===== src/rtl/irqrt_pkg.sv =====
package irqrt_pkg;
  localparam int unsigned REG_W    = 32;
  localparam int unsigned STAT_LSB = 16;

  typedef enum logic [1:0] {
    SEL_NONE,
    SEL_POL,
    SEL_LINE
  } sel_e;
endpackage


===== src/rtl/irqrt_sync.sv =====
module irqrt_sync #(
  parameter int unsigned       W       = 9,
  parameter logic [W-1:0]      RST_VAL = '0
) (
  input  logic         clk,
  input  logic         rst_n,
  input  logic [W-1:0] d_in,
  output logic [W-1:0] q_out
);
  logic [W-1:0] stage1_q;
  logic [W-1:0] stage2_q;

  always_ff @(posedge clk or negedge rst_n) begin
    if (!rst_n) begin
      stage1_q <= RST_VAL;
      stage2_q <= RST_VAL;
    end else begin
      stage1_q <= d_in;
      stage2_q <= stage1_q;
    end
  end

  assign q_out = stage2_q;
endmodule


===== src/rtl/irqrt_polarity.sv =====
module irqrt_polarity #(
  parameter int unsigned          NUM_SRC    = 9,
  parameter logic [NUM_SRC-1:0]   FIXED_MASK = 9'h106,
  parameter logic [NUM_SRC-1:0]   FIXED_VAL  = 9'h102
) (
  input  logic               clk,
  input  logic               rst_n,
  input  logic               wr_en,
  input  logic [NUM_SRC-1:0] wdata,
  input  logic [NUM_SRC-1:0] sync_in,
  output logic [NUM_SRC-1:0] eff_pol,
  output logic [NUM_SRC-1:0] active
);
  logic unused_fixed_bits;
  assign unused_fixed_bits = ^(wdata & FIXED_MASK);

  for (genvar i = 0; i < NUM_SRC; i++) begin : g_bit
    if (FIXED_MASK[i]) begin : g_fixed
      assign eff_pol[i] = FIXED_VAL[i];
    end else begin : g_prog
      logic pol_q;
      always_ff @(posedge clk or negedge rst_n) begin
        if (!rst_n)     pol_q <= 1'b0;
        else if (wr_en) pol_q <= wdata[i];
      end
      assign eff_pol[i] = pol_q;
    end
    assign active[i] = eff_pol[i] ? sync_in[i] : ~sync_in[i];
  end


  pol_write_chk: assert property (@(posedge clk) disable iff (!rst_n)
    wr_en |=> ((eff_pol & ~FIXED_MASK) == ($past(wdata) & ~FIXED_MASK)));
endmodule


===== src/rtl/irqrt_line.sv =====
module irqrt_line #(
  parameter int unsigned NUM_SRC = 9
) (
  input  logic               clk,
  input  logic               rst_n,
  input  logic               wr_en,
  input  logic [NUM_SRC-1:0] wr_enable_bits,
  input  logic [NUM_SRC-1:0] wr_ack_bits,
  input  logic [NUM_SRC-1:0] active,
  output logic [NUM_SRC-1:0] en_o,
  output logic [NUM_SRC-1:0] pend_o,
  output logic               irq_o
);
  logic [NUM_SRC-1:0] en_q;
  logic [NUM_SRC-1:0] pend_q;
  logic [NUM_SRC-1:0] ack_mask;

  assign ack_mask = wr_en ? wr_ack_bits : '0;

  always_ff @(posedge clk or negedge rst_n) begin
    if (!rst_n) begin
      en_q   <= '0;
      pend_q <= '0;
    end else begin
      if (wr_en) en_q <= wr_enable_bits;
      pend_q <= (pend_q & ~ack_mask) | active;
    end
  end

  assign en_o   = en_q;
  assign pend_o = pend_q;
  assign irq_o  = |(pend_q & en_q);


  ack_clear_chk: assert property (@(posedge clk) disable iff (!rst_n)
    wr_en |=> ((pend_o & $past(wr_ack_bits & ~active)) == '0));


  capture_chk: assert property (@(posedge clk) disable iff (!rst_n)
    1'b1 |=> ((pend_o & $past(active)) == $past(active)));


  irq_rise_chk: assert property (@(posedge clk) disable iff (!rst_n)
    ((|(active & en_o)) && !wr_en) |=> irq_o);


  mask_all_chk: assert property (@(posedge clk) disable iff (!rst_n)
    (wr_en && (wr_enable_bits == '0)) |=> !irq_o);
endmodule


===== src/rtl/irqrt_top.sv =====
module irqrt_top #(
  parameter int unsigned                 NUM_SRC    = 9,
  parameter int unsigned                 NUM_LINES  = 3,
  parameter int unsigned                 ADDR_W     = 4,
  parameter logic [NUM_SRC-1:0]          FIXED_MASK = 9'h106,
  parameter logic [NUM_SRC-1:0]          FIXED_VAL  = 9'h102
) (
  input  logic                        clk,
  input  logic                        rst_n,
  input  logic [NUM_SRC-1:0]          src_in,
  input  logic                        bus_rd,
  input  logic                        bus_wr,
  input  logic [ADDR_W-1:0]           bus_addr,
  input  logic [irqrt_pkg::REG_W-1:0] bus_wdata,
  output logic                        bus_rvalid,
  output logic [irqrt_pkg::REG_W-1:0] bus_rdata,
  output logic [NUM_LINES-1:0]        irq_out
);
  import irqrt_pkg::*;

  localparam logic [NUM_SRC-1:0] RST_POL  = FIXED_MASK & FIXED_VAL;
  localparam logic [NUM_SRC-1:0] SYNC_RST = ~RST_POL;

  logic [NUM_SRC-1:0] sync_src;
  logic [NUM_SRC-1:0] eff_pol;
  logic [NUM_SRC-1:0] active;
  logic [NUM_SRC-1:0] line_en   [NUM_LINES];
  logic [NUM_SRC-1:0] line_pend [NUM_LINES];
  logic [NUM_LINES-1:0] line_wr;
  logic               pol_wr;
  sel_e               rd_sel;
  logic [REG_W-1:0]   rd_word;
  logic [REG_W-1:0]   rdata_q;
  logic               rvalid_q;
  logic               unused_wdata;

  assign unused_wdata = ^bus_wdata;

  irqrt_sync #(.W(NUM_SRC), .RST_VAL(SYNC_RST)) u_sync (
    .clk   (clk),
    .rst_n (rst_n),
    .d_in  (src_in),
    .q_out (sync_src)
  );

  assign pol_wr = bus_wr && (bus_addr == '0);

  irqrt_polarity #(
    .NUM_SRC    (NUM_SRC),
    .FIXED_MASK (FIXED_MASK),
    .FIXED_VAL  (FIXED_VAL)
  ) u_pol (
    .clk     (clk),
    .rst_n   (rst_n),
    .wr_en   (pol_wr),
    .wdata   (bus_wdata[NUM_SRC-1:0]),
    .sync_in (sync_src),
    .eff_pol (eff_pol),
    .active  (active)
  );

  for (genvar n = 0; n < NUM_LINES; n++) begin : g_line
    assign line_wr[n] = bus_wr && (bus_addr == ADDR_W'(n + 1));
    irqrt_line #(.NUM_SRC(NUM_SRC)) u_line (
      .clk            (clk),
      .rst_n          (rst_n),
      .wr_en          (line_wr[n]),
      .wr_enable_bits (bus_wdata[NUM_SRC-1:0]),
      .wr_ack_bits    (bus_wdata[STAT_LSB +: NUM_SRC]),
      .active         (active),
      .en_o           (line_en[n]),
      .pend_o         (line_pend[n]),
      .irq_o          (irq_out[n])
    );
  end

  always_comb begin
    rd_sel  = SEL_NONE;
    rd_word = '0;
    if (bus_addr == '0) begin
      rd_sel = SEL_POL;
      rd_word[NUM_SRC-1:0] = eff_pol;
    end
    for (int n = 0; n < NUM_LINES; n++) begin
      if (bus_addr == ADDR_W'(n + 1)) begin
        rd_sel = SEL_LINE;
        rd_word[NUM_SRC-1:0]         = line_en[n];
        rd_word[STAT_LSB +: NUM_SRC] = line_pend[n];
      end
    end
  end

  always_ff @(posedge clk or negedge rst_n) begin
    if (!rst_n) begin
      rvalid_q <= 1'b0;
      rdata_q  <= '0;
    end else begin
      rvalid_q <= bus_rd;
      if (bus_rd) rdata_q <= (rd_sel == SEL_NONE) ? '0 : rd_word;
    end
  end

  assign bus_rvalid = rvalid_q;
  assign bus_rdata  = rdata_q;


  unused_zero_chk: assert property (@(posedge clk) disable iff (!rst_n)
    bus_rvalid |-> ((bus_rdata[REG_W-1:STAT_LSB+NUM_SRC] == '0) &&
                    (bus_rdata[STAT_LSB-1:NUM_SRC] == '0)));


  out_of_range_chk: assert property (@(posedge clk) disable iff (!rst_n)
    (bus_rd && (bus_addr > ADDR_W'(NUM_LINES))) |=> (bus_rdata == '0));


  fixed_pol_chk: assert property (@(posedge clk) disable iff (!rst_n)
    (bus_rd && (bus_addr == '0)) |=>
      ((bus_rdata[NUM_SRC-1:0] & FIXED_MASK) == (FIXED_VAL & FIXED_MASK)));


  rvalid_pulse_chk: assert property (@(posedge clk) disable iff (!rst_n)
    (!bus_rd) |=> !bus_rvalid);
endmodule


===== config.mk =====
export PLATFORM = sky130hd
export DESIGN_NAME = irqrt_top
export DESIGN_NICKNAME = d
export VERILOG_FILES = /design/src/rtl/irqrt_pkg.sv /design/src/rtl/irqrt_sync.sv /design/src/rtl/irqrt_polarity.sv /design/src/rtl/irqrt_line.sv /design/src/rtl/irqrt_top.sv
export SDC_FILE = /design/constraint.sdc
export NUM_CORES = 1
export LEC_CHECK = 0
export BUFFER_PORTS_ARGS = -buffer_cell sky130_fd_sc_hd__buf_2
export CORE_MARGIN = 2
export CORE_UTILIZATION = 35
export DETAILED_ROUTE_END_ITERATION = 10
export GPL_ROUTABILITY_DRIVEN = 0
export HOLD_SLACK_MARGIN = 0.03
export SYNTH_ARGS = -nofsm -noshare
export SYNTH_HDL_FRONTEND = slang
export SYNTH_HIERARCHICAL = 1
export SYNTH_SLANG_ARGS = --single-unit

===== constraint.sdc =====
create_clock -name clk -period 1.15 [get_ports clk]
set_input_delay 0 -clock clk [delete_from_list [all_inputs] [get_ports clk]]
set_output_delay 0 -clock clk [all_outputs]
set_load 0.05 [all_outputs]

# After elaboration in Yosys (flattened, before gate mapping)
# Index checks and enable logic that the tools add are counted.
# Widths: inputs -> output; s select.
[totals]
regBits = 111
word_cells = 68
in_bits = 49
out_inout_bits = 36
[classes]
bitwise_logic = 19
eq_ne = 3
mux = 21
reduce_logical = 9
[op_table]
columns = ["cell", "count"]
rows = [
  ["$mux 9", 10],
  ["$and 9x9->9", 6],
  ["$not 9->9", 3],
  ["$or 9x9->9", 3],
  ["$reduce_or 9->1", 3],
  ["$mux 25", 1],
  ["$eq 4x2->1 const B", 2],
  ["$mux 1", 7],
  ["$not 1->1", 7],
  ["$mux 2", 3],
  ["$eq 4x1->1 const B", 1],
  ["$logic_and 1x1->1", 4],
  ["$logic_not 4->1", 1],
  ["$logic_not 2->1", 1],
]

# Longest topological paths before layout
# Gate-level depths: netlist of the first run.
[depth]
word_depth = 7
mapped_depth = 9

# Cells and area by module
# Netlist of the first run, hierarchy kept.
[by_module_without_submodules]
columns = ["mod", "seq_area_each_um2", "cells_per_inst", "area_each_um2", "n_inst"]
rows = [
  ["irqrt_line", 450.4, 52, 729.4, 3],
  ["irqrt_top", 475.5, 141, 1367.6, 1],
  ["irqrt_sync", 467.9, 18, 467.9, 1],
  ["irqrt_polarity", 150.1, 33, 397.9, 1],
]

# Worst setup path before layout of the first run
# Ideal clock, no wire load.
[synth_timing]
path_type = "input-to-reg"
start = "input bus_addr[1]"
end = "register g_line[2].u_line.en_q[7]"
setup_time_ns = 0.125
required_time_ns = 1.025
slack_ns = -0.192
stages = 8
t_arrival_ns = 1.217
cell_sequence = "buf_2 > nand4bb_1 > buf_2 > buf_4 > nor2_1 > buf_6 > buf_8 > mux2_4"
[synth_via]
elab_chain_cells = 2
[synth_lines]
columns = ["element", "line", "text"]
rows = [
  ["start: declaration", "irqrt_top.sv:13", "input logic [ADDR_W-1:0] bus_addr,"],
  ["$eq 4x2->1", "irqrt_top.sv:63", "assign line_wr[n] = bus_wr && (bus_addr == ADDR_W'(n + 1));"],
  ["$logic_and 1x1->1", "irqrt_top.sv:63", ""],
  ["net line_wr[2]", "irqrt_top.sv:29", "logic [NUM_LINES-1:0] line_wr;"],
  ["end signal: assignment", "irqrt_line.sv:25", "if (wr_en) en_q <= wr_enable_bits;"],
  ["end: declaration", "irqrt_line.sv:14", "logic [NUM_SRC-1:0] en_q;"],
]
# The timed path passes the listed nets, and every way through them passes these cells.
# A chain may end at the register's enable or synchronous reset.

# Final worst setup path of the first run
[layout_timing]
start = "register g_line[2].u_line.pend_q[0]"
end = "output irq_out[2]"
[layout_via]
elab_chain_cells = 2
[layout_lines]
columns = ["element", "line", "text"]
rows = [
  ["start: declaration", "irqrt_line.sv:15", "logic [NUM_SRC-1:0] pend_q;"],
  ["start signal: assignment", "irqrt_line.sv:26", "pend_q <= (pend_q & ~ack_mask) | active;"],
  ["$and 9x9->9", "irqrt_line.sv:32", "assign irq_o = |(pend_q & en_q);"],
  ["$reduce_or 9->1", "irqrt_line.sv:32", ""],
  ["end: declaration", "irqrt_top.sv:17", "output logic [NUM_LINES-1:0] irq_out"],
]
# Every way passes these cells.

==> out/metrics.csv, run 1 <==
stage,metric,value,unit
outcome,outcome,"complete, but fails checks",
outcome,failing checks,negative setup slack,
synth,Adder-Cell Fraction of Synth Area,0,%
detailed_routing,DR pass1 iterations,4,
sta,FMAX,614.1,MHz
synth,number of synthesized register bits,97,
setup_path,"Critical Path, Cell by Cell",a222oi_1 > buf_4 > nand3_4 > buf_8,
clocking,worst-case clock buffer depth,2,
setup_path,CP max-delay cell,a222oi_1,
floorplan,core area,12470,µm²
synth,complex-gate fraction of the synthesized area,18.90,%
sta,setup violators final,3,
pwr,switching fraction of total power,28.63,%
detailed_routing,post-DR wirelength/cell,16.53,µm
floorplan,Initial Util,35.47,%
placed_design,pre-CTS setup slack,-0.3177,ns
min_path,min-delay worst type,in -> reg,
pwr,combinational power share,21.1,%
detailed_routing,WL final,10650,µm
sta,Slew HR,65.62,%
setup_path,FF-to-FF Start,g_line[1].u_line/en_o[5],
grt,first-pass GRT wire length,16990,µm
synth,mean area per synthesized cell,12.71,µm²
sta,Setup TNS Final,-1.384,ns
clocking,Worst-Skew Late Latency,0.34,ns
synth,share of the synthesized area in the top cell type,46.97,%
floorplan,# IOs,85,
setup_path,CP Launch Type,register,
synth,simple-gate area share of the yosys netlist,5.490,%
placed_design,DP Wirelength,7434,µm
sta,Final period util,141.6,%
sta,Worst Max-Slew Pin Slew,0.5085,ns
pwr,fraction of power consumed by sequential logic,46.9,%
synth,synth unique cells,39,
layout,Sequential Area,2445,µm²
layout,Fill cells,1156,
layout,Synth-to-Final Area Change,29.40,%
setup_path,Reg2Reg Setup Slack,0.05,ns
setup_path,worst path required time,1.15,ns
sta,final worst setup slack,-0.4784,ns
setup_path,R2R cell count,3,
layout,layout cells sized above 1,42.80,%
clocking,# H-tree levels,3,
placed_design,"Cell Area, Placed",5094,µm²
grt,vias in the first global route,3194,
detailed_routing,DR iter-0 viols,117,
detailed_routing,DRT antenna net count,0,
min_path,WHS Path Cells,2,
flow_run,# Max-Cap Violations,0,
placed_design,port bufs,56,
layout,fin cells,644,
sta,Hold Fails Final Rpt,0,
clocking,sinks on the clock net,97,
setup_path,CP Capture Type,output port,
grt,grt ovf,0,
pwr,internal power,0.006205,W
sta,Setup Skew,0.007135,ns
detailed_routing,vias per inst,4.809,
synth,Mapped Cells,348,
layout,Final #Nets,516,
layout,area of the multi-input gates,1663,µm²
pwr,sw power,0.002489,W
pwr,Worst VDD drop,0.6426,mV
min_path,Hold Path End,bus_rvalid,
floorplan,die area,13550,µm²
clocking,Worst-path clk slew,0.07,ns
setup_path,crit path max fanout,2,
sta,Final min period,1.628,ns
synth,largest family of logic cells by synthesized area,compound AO/OA/AOI/OAI gates,
setup_path,CP peak stage delay,0.43,ns
synth,cell accounting for the most synthesized area,dfrtp_1,
min_path,beginning of the worst hold path,bus_rd,
setup_path,kind of critical path,reg -> out,
layout,# diodes,0,
pwr,Clock power frac,32.1,%
floorplan,Die Span Y,116.4,µm
clocking,clk root buf,clkbuf_16,
grt,initial antenna violation count,0,
pwr,Leak,2.378,nW
setup_path,RR Endpoint,bus_rdata[5],
clocking,Num CTS Buffers,9,
sta,RSZ-0062 raised after global routing,yes,
synth,yosys warns,6,
grt,largest net degree at the start of global routing,55,
synth,cell area after synthesis,4422,µm²
sta,final max-slew violation count,0,
floorplan,Site Rows,41,
layout,Final Cell Area,5722,µm²
setup_path,Worst Path Arrival,1.63,ns
detailed_routing,drc violations,0,
synth,mux cell area share after synthesis,9.168,%
floorplan,die width,116.4,µm
synth,XOR/XNOR Fraction of Synth Area,1.188,%
clocking,CTS tree,done,
detailed_routing,vias after detailed routing,3097,
synth,"Seq/Total Area, Yosys",55.29,%
pwr,PD cells,1519,nW/µm²
grt,GRT Resource Usage Total,16.82,%
synth,Synth area leaders,"dfrtp_1 47%, dfstp_2 8.3%, mux2_2 6.1%",
placed_design,dpl cells,598,
logic make-up after synthesis:
group,count (synthesis)
multiplexers,33
buffers and inverters,65
AO/OA/AOI/OAI,95
AND/OR/NAND/NOR,49
other,3
flip-flops,97
XOR/XNOR,6
per-layer routing:
metal / vias to the layer above / track usage, % / routed length, µm
met5: - / 0 / 0
met4: 0 / 5.556 / 172
met3: 12 / 3.321 / 509
met2: 77 / 26.67 / 5186
met1: 1563 / 23.28 / 4778
li1: 1445 / - / -
registers in the layout (all words and copies together) (netlist names):
name / count
bus_rdata: 18
g_line.u_line/pend_o: 27
u_sync/stage1_q: 9
u_sync/q_out: 9
bus_rvalid: 1
g_line.u_line/en_o: 27
u_pol/g_bit.g_prog.pol_q: 6
placed cells by master, fill, tap and decap left out, drive strengths merged, types with 2 or more instances in the layout:
master       count
o21a             2
clkinvlp         2
nand2           28
o21ai            2
conb            17
o221ai          15
buf            111
mux2            33
o22ai           18
nor2b            7
a21oi            8
a221oi           5
a21o            28
a22o             3
clkbuf          12
dfrtp           83
a22oi            3
dlygate4sd3     28
dfstp           14
inv             20
xnor2            6
clkinv           2
nand3            3
nor3b            2
nor2             4
a211oi           7
a222oi           3
timing repair:
action                                  in CTS  in global routing
hold buffers                                28                  0
endpoints found under the setup margin       4                  8
gates resized for setup                     11                  1
endpoints found under the hold margin      166                  0
pin swaps                                    3                  3
setup buffers                                2                  0
power groups by stage:
stage	logic, W	registers (W)	clock network, W
2_1_floorplan	0.000985	0.00423	0
3_3_place_gp	0.00168	0.00412	0
3_5_place_dp	0.00171	0.00413	0
4_1_cts	0.00184	0.00407	0.00286
5_1_grt	0.00196	0.00411	0.00301
6_report	0.00183	0.00407	0.00279
through the flow:
| stage | power (W) | hold slack, ns | util [%] |
|---|---|---|---|
| floorplan | 0.005216 | -0.2956 | - |
| global placement | 0.005803 | 0.005844 | 40.86 |
| detailed placement | 0.005837 | 0.007073 | 40.86 |
| CTS | 0.008778 | 0.1045 | 45.85 |
| global route | 0.009081 | 0.1125 | 45.90 |
| finish | 0.008694 | 0.1073 | 45.90 |
final cells by class:
cell class / count / area share (%)
multi-input combinational: 200 / 29.06
clock inverter: 4 / 0.5030
inverter: 20 / 1.312
timing repair buffer: 139 / 18.33
sequential: 97 / 42.73
tap: 172 / 3.761
clock buffer: 12 / 4.308
synthesized netlist by cell type, drive strengths merged:
| cell type | count |
|---|---|
| a211oi | 7 |
| a21o | 28 |
| a21oi | 8 |
| a221oi | 5 |
| a222oi | 3 |
| a22o | 3 |
| a22oi | 3 |
| buf | 42 |
| clkbuf | 3 |
| conb | 3 |
| dfrtp | 83 |
| dfstp | 14 |
| inv | 20 |
| mux2 | 33 |
| nand2 | 28 |
| nand2b | 1 |
| nand3 | 3 |
| nand4bb | 1 |
| nor2 | 4 |
| nor2b | 7 |
| nor3 | 1 |
| nor3b | 2 |
| nor4b | 1 |
| o211ai | 1 |
| o21a | 2 |
| o21ai | 2 |
| o221ai | 15 |
| o22ai | 18 |
| or3 | 1 |
| xnor2 | 6 |
worst max path at each step:
stage / startpoint / endpoint / slack [ns] / cells after the start
floorplan: bus_addr[3] / g_line[0].u_line/en_o[7] / -0.11 / 5
global placement: bus_addr[3] / g_line[0].u_line/en_o[1] / -0.28 / 5
detailed placement: bus_wr / g_line[0].u_line/en_o[1] / -0.32 / 6
CTS: g_line[1].u_line/pend_o[0] / irq_out[1] / -0.51 / 4
global route: g_line[0].u_line/en_o[0] / irq_out[0] / -0.53 / 4
finish: g_line[2].u_line/pend_o[0] / irq_out[2] / -0.48 / 4
critical path: cells and delay by family (launching register included):
family / cells / cell delay [ns]
flops: 1 / 0.39
compound gates: 1 / 0.43
simple gates: 1 / 0.08
buf+inv: 2 / 0.38
No activity file was read; power rests on OpenSTA's default activity.
==> inputs of run 2 (changes only) <==
Settings changed: RECOVER_POWER set to 25.
==> run 2 against run 1 <==
Net effect: the run still ends with negative setup slack left; design area shrank 0.55%; largest power group unchanged; highest routed layer unchanged; power decreased by 0.12%; first-iteration DRC count rose by 15%; worst hold slack improved by 0.084 ns; combinational power is essentially flat; critical endpoint is now irq_out[1]; critical path type unchanged.
==> out/metrics.csv, run 2 (synthesis gave the netlist of run 1 again) <==
stage,metric,value,unit,change
outcome,outcome,"complete, but fails checks",,
outcome,failing checks,negative setup slack,,
setup_path,Worst Path Arrival,1.63,ns,about the same
detailed_routing,vias per inst,4.821,,+0.26%
clocking,Worst-Skew Late Latency,0.34,ns,about the same
floorplan,die area,13550,µm²,unchanged
detailed_routing,DRT antenna net count,0,,unchanged
layout,Final #Nets,516,,unchanged
setup_path,R2R cell count,3,,unchanged
sta,Slew HR,49.63,%,-16 points
clocking,CTS tree,done,,
layout,# diodes,0,,unchanged
detailed_routing,post-DR wirelength/cell,16.59,µm,+0.33%
sta,Setup Skew,0.007566,ns,+0.0004309 ns
layout,highest-count cells in the layout ignoring fill and taps,"83 x dfrtp_1, 52 x buf_2, 50 x buf_4",,
clocking,worst-case clock buffer depth,2,,unchanged
placed_design,port bufs,56,,unchanged
floorplan,# IOs,85,,unchanged
setup_path,CP Launch Type,register,,
sta,Worst Max-Slew Pin Slew,0.7556,ns,+0.2471 ns
floorplan,Initial Util,35.47,%,unchanged
setup_path,crit path max fanout,2,,unchanged
layout,"most common cell after layout, fill and taps aside",dfrtp_1,,
sta,final max-slew violation count,0,,unchanged
flow_run,# Max-Cap Violations,0,,unchanged
grt,vias in the first global route,3194,,unchanged
sta,Final min period,1.625,ns,-0.003306 ns
layout,Synth-to-Final Area Change,28.69,%,
floorplan,Die Span Y,116.4,µm,unchanged
layout,Final Cell Area,5690,µm²,-0.55%
placed_design,"Cell Area, Placed",5094,µm²,unchanged
clocking,# H-tree levels,3,,unchanged
floorplan,core area,12470,µm²,unchanged
min_path,WHS Path Cells,4,,+2
clocking,Num CTS Buffers,9,,unchanged
sta,Setup TNS Final,-1.386,ns,-0.001710 ns
grt,GRT Resource Usage Total,16.82,%,unchanged
floorplan,Site Rows,41,,unchanged
detailed_routing,DR iter-0 viols,135,,+15%
detailed_routing,DR pass1 iterations,4,,unchanged
sta,RSZ-0062 raised after global routing,yes,,
placed_design,DP Wirelength,7434,µm,unchanged
pwr,total power,0.008683,W,-0.12%
min_path,min-delay worst type,in -> reg,,
setup_path,worst path required time,1.15,ns,about the same
pwr,PD cells,1526,nW/µm²,+0.43%
detailed_routing,drc violations,0,,unchanged
detailed_routing,WL final,10680,µm,+0.33%
sta,final worst setup slack,-0.4751,ns,+0.003306 ns
sta,Final period util,141.3,%,-0.29 points
sta,setup violators final,3,,unchanged
detailed_routing,vias after detailed routing,3105,,+0.26%
sta,Hold Fails Final Rpt,0,,unchanged
pwr,Leak,2.364,nW,-0.58%
grt,first-pass GRT wire length,16990,µm,unchanged
sta,hold_ws,0.1911,ns,+0.08384 ns
layout,layout cells sized above 1,42.58,%,-0.21 points
floorplan,die width,116.4,µm,unchanged
clocking,Worst-path clk slew,0.07,ns,about the same
setup_path,kind of critical path,reg -> out,,
grt,initial antenna violation count,0,,unchanged
setup_path,CP Capture Type,output port,,
clocking,clk root buf,clkbuf_16,,
sta,FMAX,615.4,MHz,+0.20%
grt,grt ovf,0,,unchanged
pwr,Worst VDD drop,0.6429,mV,about the same
clocking,sinks on the clock net,97,,unchanged
grt,largest net degree at the start of global routing,55,,unchanged
-- run 2: changes by cell type in the layout (fill, tap and decap cells not counted) --
cell	delta
buf_4	-2
clkbuf_1	+1
buf_12	-2
clkbuf_2	+1
clkbuf_4	+2
-- run 2: final cells by class --
type                    instances  area (µm²)
multi-input cells             200        1663
well taps                     172       215.2
inverters                      20       75.07
clock inverters                 4       28.78
repair buffers                139        1017
fillers                      1160        6775
clock buffers                  12       246.5
flip-flops and latches         97        2445
-- run 2: path summary, 6_finish.rpt --
kind	start	end	slack (ns)
setup reg to reg	g_line[1].u_line/en_o[5]	bus_rdata[5]	0.05
min in group asynchronous	rst_n	g_line[1].u_line/en_o[3]	0.34
hold reg to reg	u_sync/stage1_q[8]	u_sync/q_out[8]	0.35
setup / recovery	g_line[1].u_line/en_o[0]	irq_out[1]	-0.48
max in group asynchronous	rst_n	g_line[1].u_line/pend_o[1]	0.25
hold / removal	bus_addr[0]	bus_rdata[6]	0.19
-- run 2: critical path, cell delays in order, from the launching register on --
cell      delay [ns]
dfrtp_1         0.38
a222oi_1        0.45
buf_4           0.20
nand3_4         0.07
buf_6           0.18
-- run 2: power breakdown --
part           total, W  internal, W  switching, W
sequential      0.00407      0.00380      0.000276
clock           0.00279      0.00153       0.00127
combinational   0.00182     0.000866      0.000950
total           0.00868      0.00619       0.00249
-- run 2: per-stage QoR --
| stage | utilization [%] | cells | setup WS (ns) |
|---|---|---|---|
| final | 45.65 | 644 | -0.4751 |
| after global routing | 45.65 | 644 | -0.5305 |
| after CTS | 45.85 | 644 | -0.5089 |
| after detailed placement | 40.86 | 598 | -0.3177 |
| after global placement | 40.86 | 598 | -0.2784 |
| after floorplan | - | 362 | -0.1077 |
-- run 2: what timing repair did --
action,CTS,global route
gates resized for setup,11,1
hold endpoints to repair,166,0
hold buffers,28,0
setup endpoints to repair,4,8
buffers inserted,2,0
pin swaps,3,3
-- run 2: layer usage --
metal	part of all wire (%)	global-route usage, %
met1	46	23.28
met3	4.4	3.321
met5	0	0
met2	48	26.67
met4	1.6	5.556
==> inputs of run 3 (changes only) <==
Settings changed: GPL_TIMING_DRIVEN set to 0, HOLD_SLACK_MARGIN 0.03 to unset.
==> run 3 against run 2 <==
Net effect: the flow still finishes with violations (negative setup slack); sequential share of layout area fell by 1.5 points; worst hold slack got worse by 0.11 ns; clock-buffer cell count did not move; maximum frequency rose by 0.75%; die area did not move; setup slack improved by 0.012 ns; sequential power barely moved; non-clock buffer count rose by 9; clock skew fell by 0.0016 ns; critical path depth fell by 1.
==> out/metrics.csv, run 3 (synthesis gave the netlist of run 1 again) <==
stage,metric,value,unit,change
pwr,combinational power share,19.4,%,-1.5 points
sta,Slew HR,34.15,%,-15 points
sta,Final period util,140.3,%,-1.1 points
layout,# diodes,0,,unchanged
detailed_routing,vias after detailed routing,3155,,+1.6%
detailed_routing,vias per inst,4.832,,+0.21%
clocking,CTS tree,done,,
setup_path,"Critical Path, Cell by Cell",a222oi_1 > nand3_2 > buf_6,,
layout,Synth-to-Final Area Change,33.30,%,
clocking,worst-case clock buffer depth,2,,unchanged
min_path,beginning of the worst hold path,bus_rd,,
setup_path,critical path startpoint,g_line[0].u_line/pend_o[0],,
min_path,min-delay worst type,in -> reg,,
pwr,PD cells,1512,nW/µm²,-0.95%
floorplan,# IOs,85,,unchanged
setup_path,kind of critical path,reg -> out,,
detailed_routing,DR pass1 iterations,4,,unchanged
grt,largest net degree at the start of global routing,61,,+11%
setup_path,crit path max fanout,2,,unchanged
pwr,Clock power frac,34.6,%,+2.4 points
sta,final worst setup slack,-0.4630,ns,+0.01208 ns
setup_path,CP Launch Type,register,,
grt,GRT Resource Usage Total,17.68,%,+0.86 points
layout,Fill cells,1147,,-1.1%
clocking,Worst-path clk slew,0.06,ns,about the same
setup_path,worst path required time,1.15,ns,about the same
layout,"most common cell after layout, fill and taps aside",dfrtp_1,,
placed_design,DP Wirelength,7646,µm,+2.8%
flow_run,# Max-Cap Violations,0,,unchanged
layout,Final #Nets,525,,+1.7%
layout,highest-count cells in the layout ignoring fill and taps,"83 x dfrtp_1, 53 x buf_2, 40 x buf_4",,
sta,final max-slew violation count,0,,unchanged
sta,RSZ-0062 raised after global routing,yes,,
grt,vias in the first global route,3179,,-0.47%
detailed_routing,drc violations,0,,unchanged
layout,fin util,47.29,%,+1.6 points
detailed_routing,DR iter-0 viols,158,,+17%
setup_path,CP peak stage delay,0.53,ns,+0.08 ns
detailed_routing,WL final,11330,µm,+6.1%
grt,GR peak layer,met2,,
grt,met3 Resource Use GR,3.736,%,+0.42 points
pwr,sw power,0.002464,W,-1.1%
sta,Worst Max-Slew Pin Slew,0.9877,ns,+0.2322 ns
detailed_routing,post-DR wirelength/cell,17.35,µm,+4.6%
pwr,internal power,0.006446,W,+4.1%
grt,GR met2 Demand/Resource,29.61,%,+2.9 points
pwr,switching fraction of total power,27.65,%,-1.0 points
setup_path,CP max-delay cell,a222oi_1,,
floorplan,Die Span Y,116.4,µm,unchanged
sta,FMAX,620.0,MHz,+0.75%
outcome,failing checks,negative setup slack,,
pwr,fraction of power consumed by sequential logic,46.0,%,-0.9 points
clocking,Worst-Skew Late Latency,0.34,ns,about the same
sta,setup violators final,40,,+37
outcome,outcome,"complete, but fails checks",,
layout,fin cells,653,,+1.4%
setup_path,CP Capture Type,output port,,
pwr,Worst VDD drop,0.7079,mV,+10%
clocking,Num CTS Buffers,9,,unchanged
clocking,# H-tree levels,3,,unchanged
layout,layout cells sized above 1,43.66,%,+1.1 points
floorplan,Site Rows,41,,unchanged
grt,first-pass GRT wire length,17580,µm,+3.5%
setup_path,FF-to-FF Start,u_pol/g_bit[3].g_prog.pol_q,,
floorplan,Initial Util,35.47,%,unchanged
sta,Final min period,1.613,ns,-0.01208 ns
floorplan,die width,116.4,µm,unchanged
clocking,clk root buf,clkbuf_16,,
setup_path,Worst Path Arrival,1.61,ns,-0.02 ns
grt,initial antenna violation count,0,,unchanged
placed_design,dpl cells,590,,-1.3%
detailed_routing,DRT antenna net count,0,,unchanged
sta,Hold Fails Final Rpt,0,,unchanged
placed_design,port bufs,55,,-1.8%
grt,grt ovf,0,,unchanged
pwr,Leak,2.465,nW,+4.3%
sta,Setup Skew,0.005946,ns,-0.001620 ns
floorplan,die area,13550,µm²,unchanged
floorplan,core area,12470,µm²,unchanged
grt,met1 usage,23.21,%,-0.075 points
clocking,sinks on the clock net,97,,unchanged
## run 3: area by class of cell
cell class / count / area (µm²) / area share (%)
Clock inverter: 4 / 51.30 / 0.8703
Clock buffer: 12 / 256.5 / 4.352
Inverter: 20 / 75.07 / 1.274
Sequential cell: 97 / 2445 / 41.48
Timing Repair Buffer: 103 / 813.3 / 13.80
Multi-Input combinational cell: 200 / 1648 / 27.96
Buffer: 45 / 390.4 / 6.623
Tap cell: 172 / 215.2 / 3.651
## run 3: path summary, 6_finish.rpt
kind,end,slack [ns],depth (start not counted)
setup / recovery,irq_out[0],-0.46,3
hold / removal,bus_rdata[1],0.08,3
setup reg to reg,bus_rdata[3],0.05,4
hold reg to reg,u_sync/q_out[8],0.35,0
max in group asynchronous,u_sync/stage1_q[4],-0.06,3
min in group asynchronous,bus_rdata[6],0.36,2
## run 3: timing repair
item,4_1_cts,5_1_grt
gates resized for setup,12,6
pin swaps,6,3
endpoints found under the hold margin,106,0
setup buffers,10,7
setup endpoints to repair,24,17
gates cloned,0,1
hold buffers,29,0
## run 3: power by group through the flow
stage               registers [W]  logic (W)  clock network, W
floorplan                 0.00423   0.000985                 0
global placement          0.00415    0.00151                 0
detailed placement        0.00416    0.00155                 0
CTS                       0.00410    0.00168           0.00314
global route              0.00414    0.00187           0.00329
finish                    0.00410    0.00173           0.00308
## run 3: stage by stage
stage / hold WS (ns) / TNS [ns] / area [µm²] / worst slack (ns) / total power [W]
finish: 0.07733 / -1.744 / 5894 / -0.4630 / 0.008909
global route: 0.1019 / -14.27 / 5894 / -0.5011 / 0.009296
CTS: 0.04664 / -1.339 / 5801 / -0.4563 / 0.008928
detailed placement: 0.01597 / -22.73 / 5035 / -0.5948 / 0.005710
global placement: 0.1051 / -98.66 / 5005 / -0.8719 / 0.005656
floorplan: -0.2956 / -0.9822 / 4514 / -0.1077 / 0.005216
## run 3: worst max-delay path, delay by kind of cell, from the launching register on
kind / cells / cell delay (ns)
compound gates: 1 / 0.53
buf+inv: 1 / 0.18
flops: 1 / 0.39
simple gates: 1 / 0.16
## run 3: per-layer routing
| layer | vias up | part of all wire (%) |
|---|---|---|
| met3 | 12 | 5.3 |
| li1 | 1469 | - |
| met2 | 87 | 49 |
| met4 | 0 | 1.3 |
| met5 | - | 0 |
| met1 | 1587 | 44 |
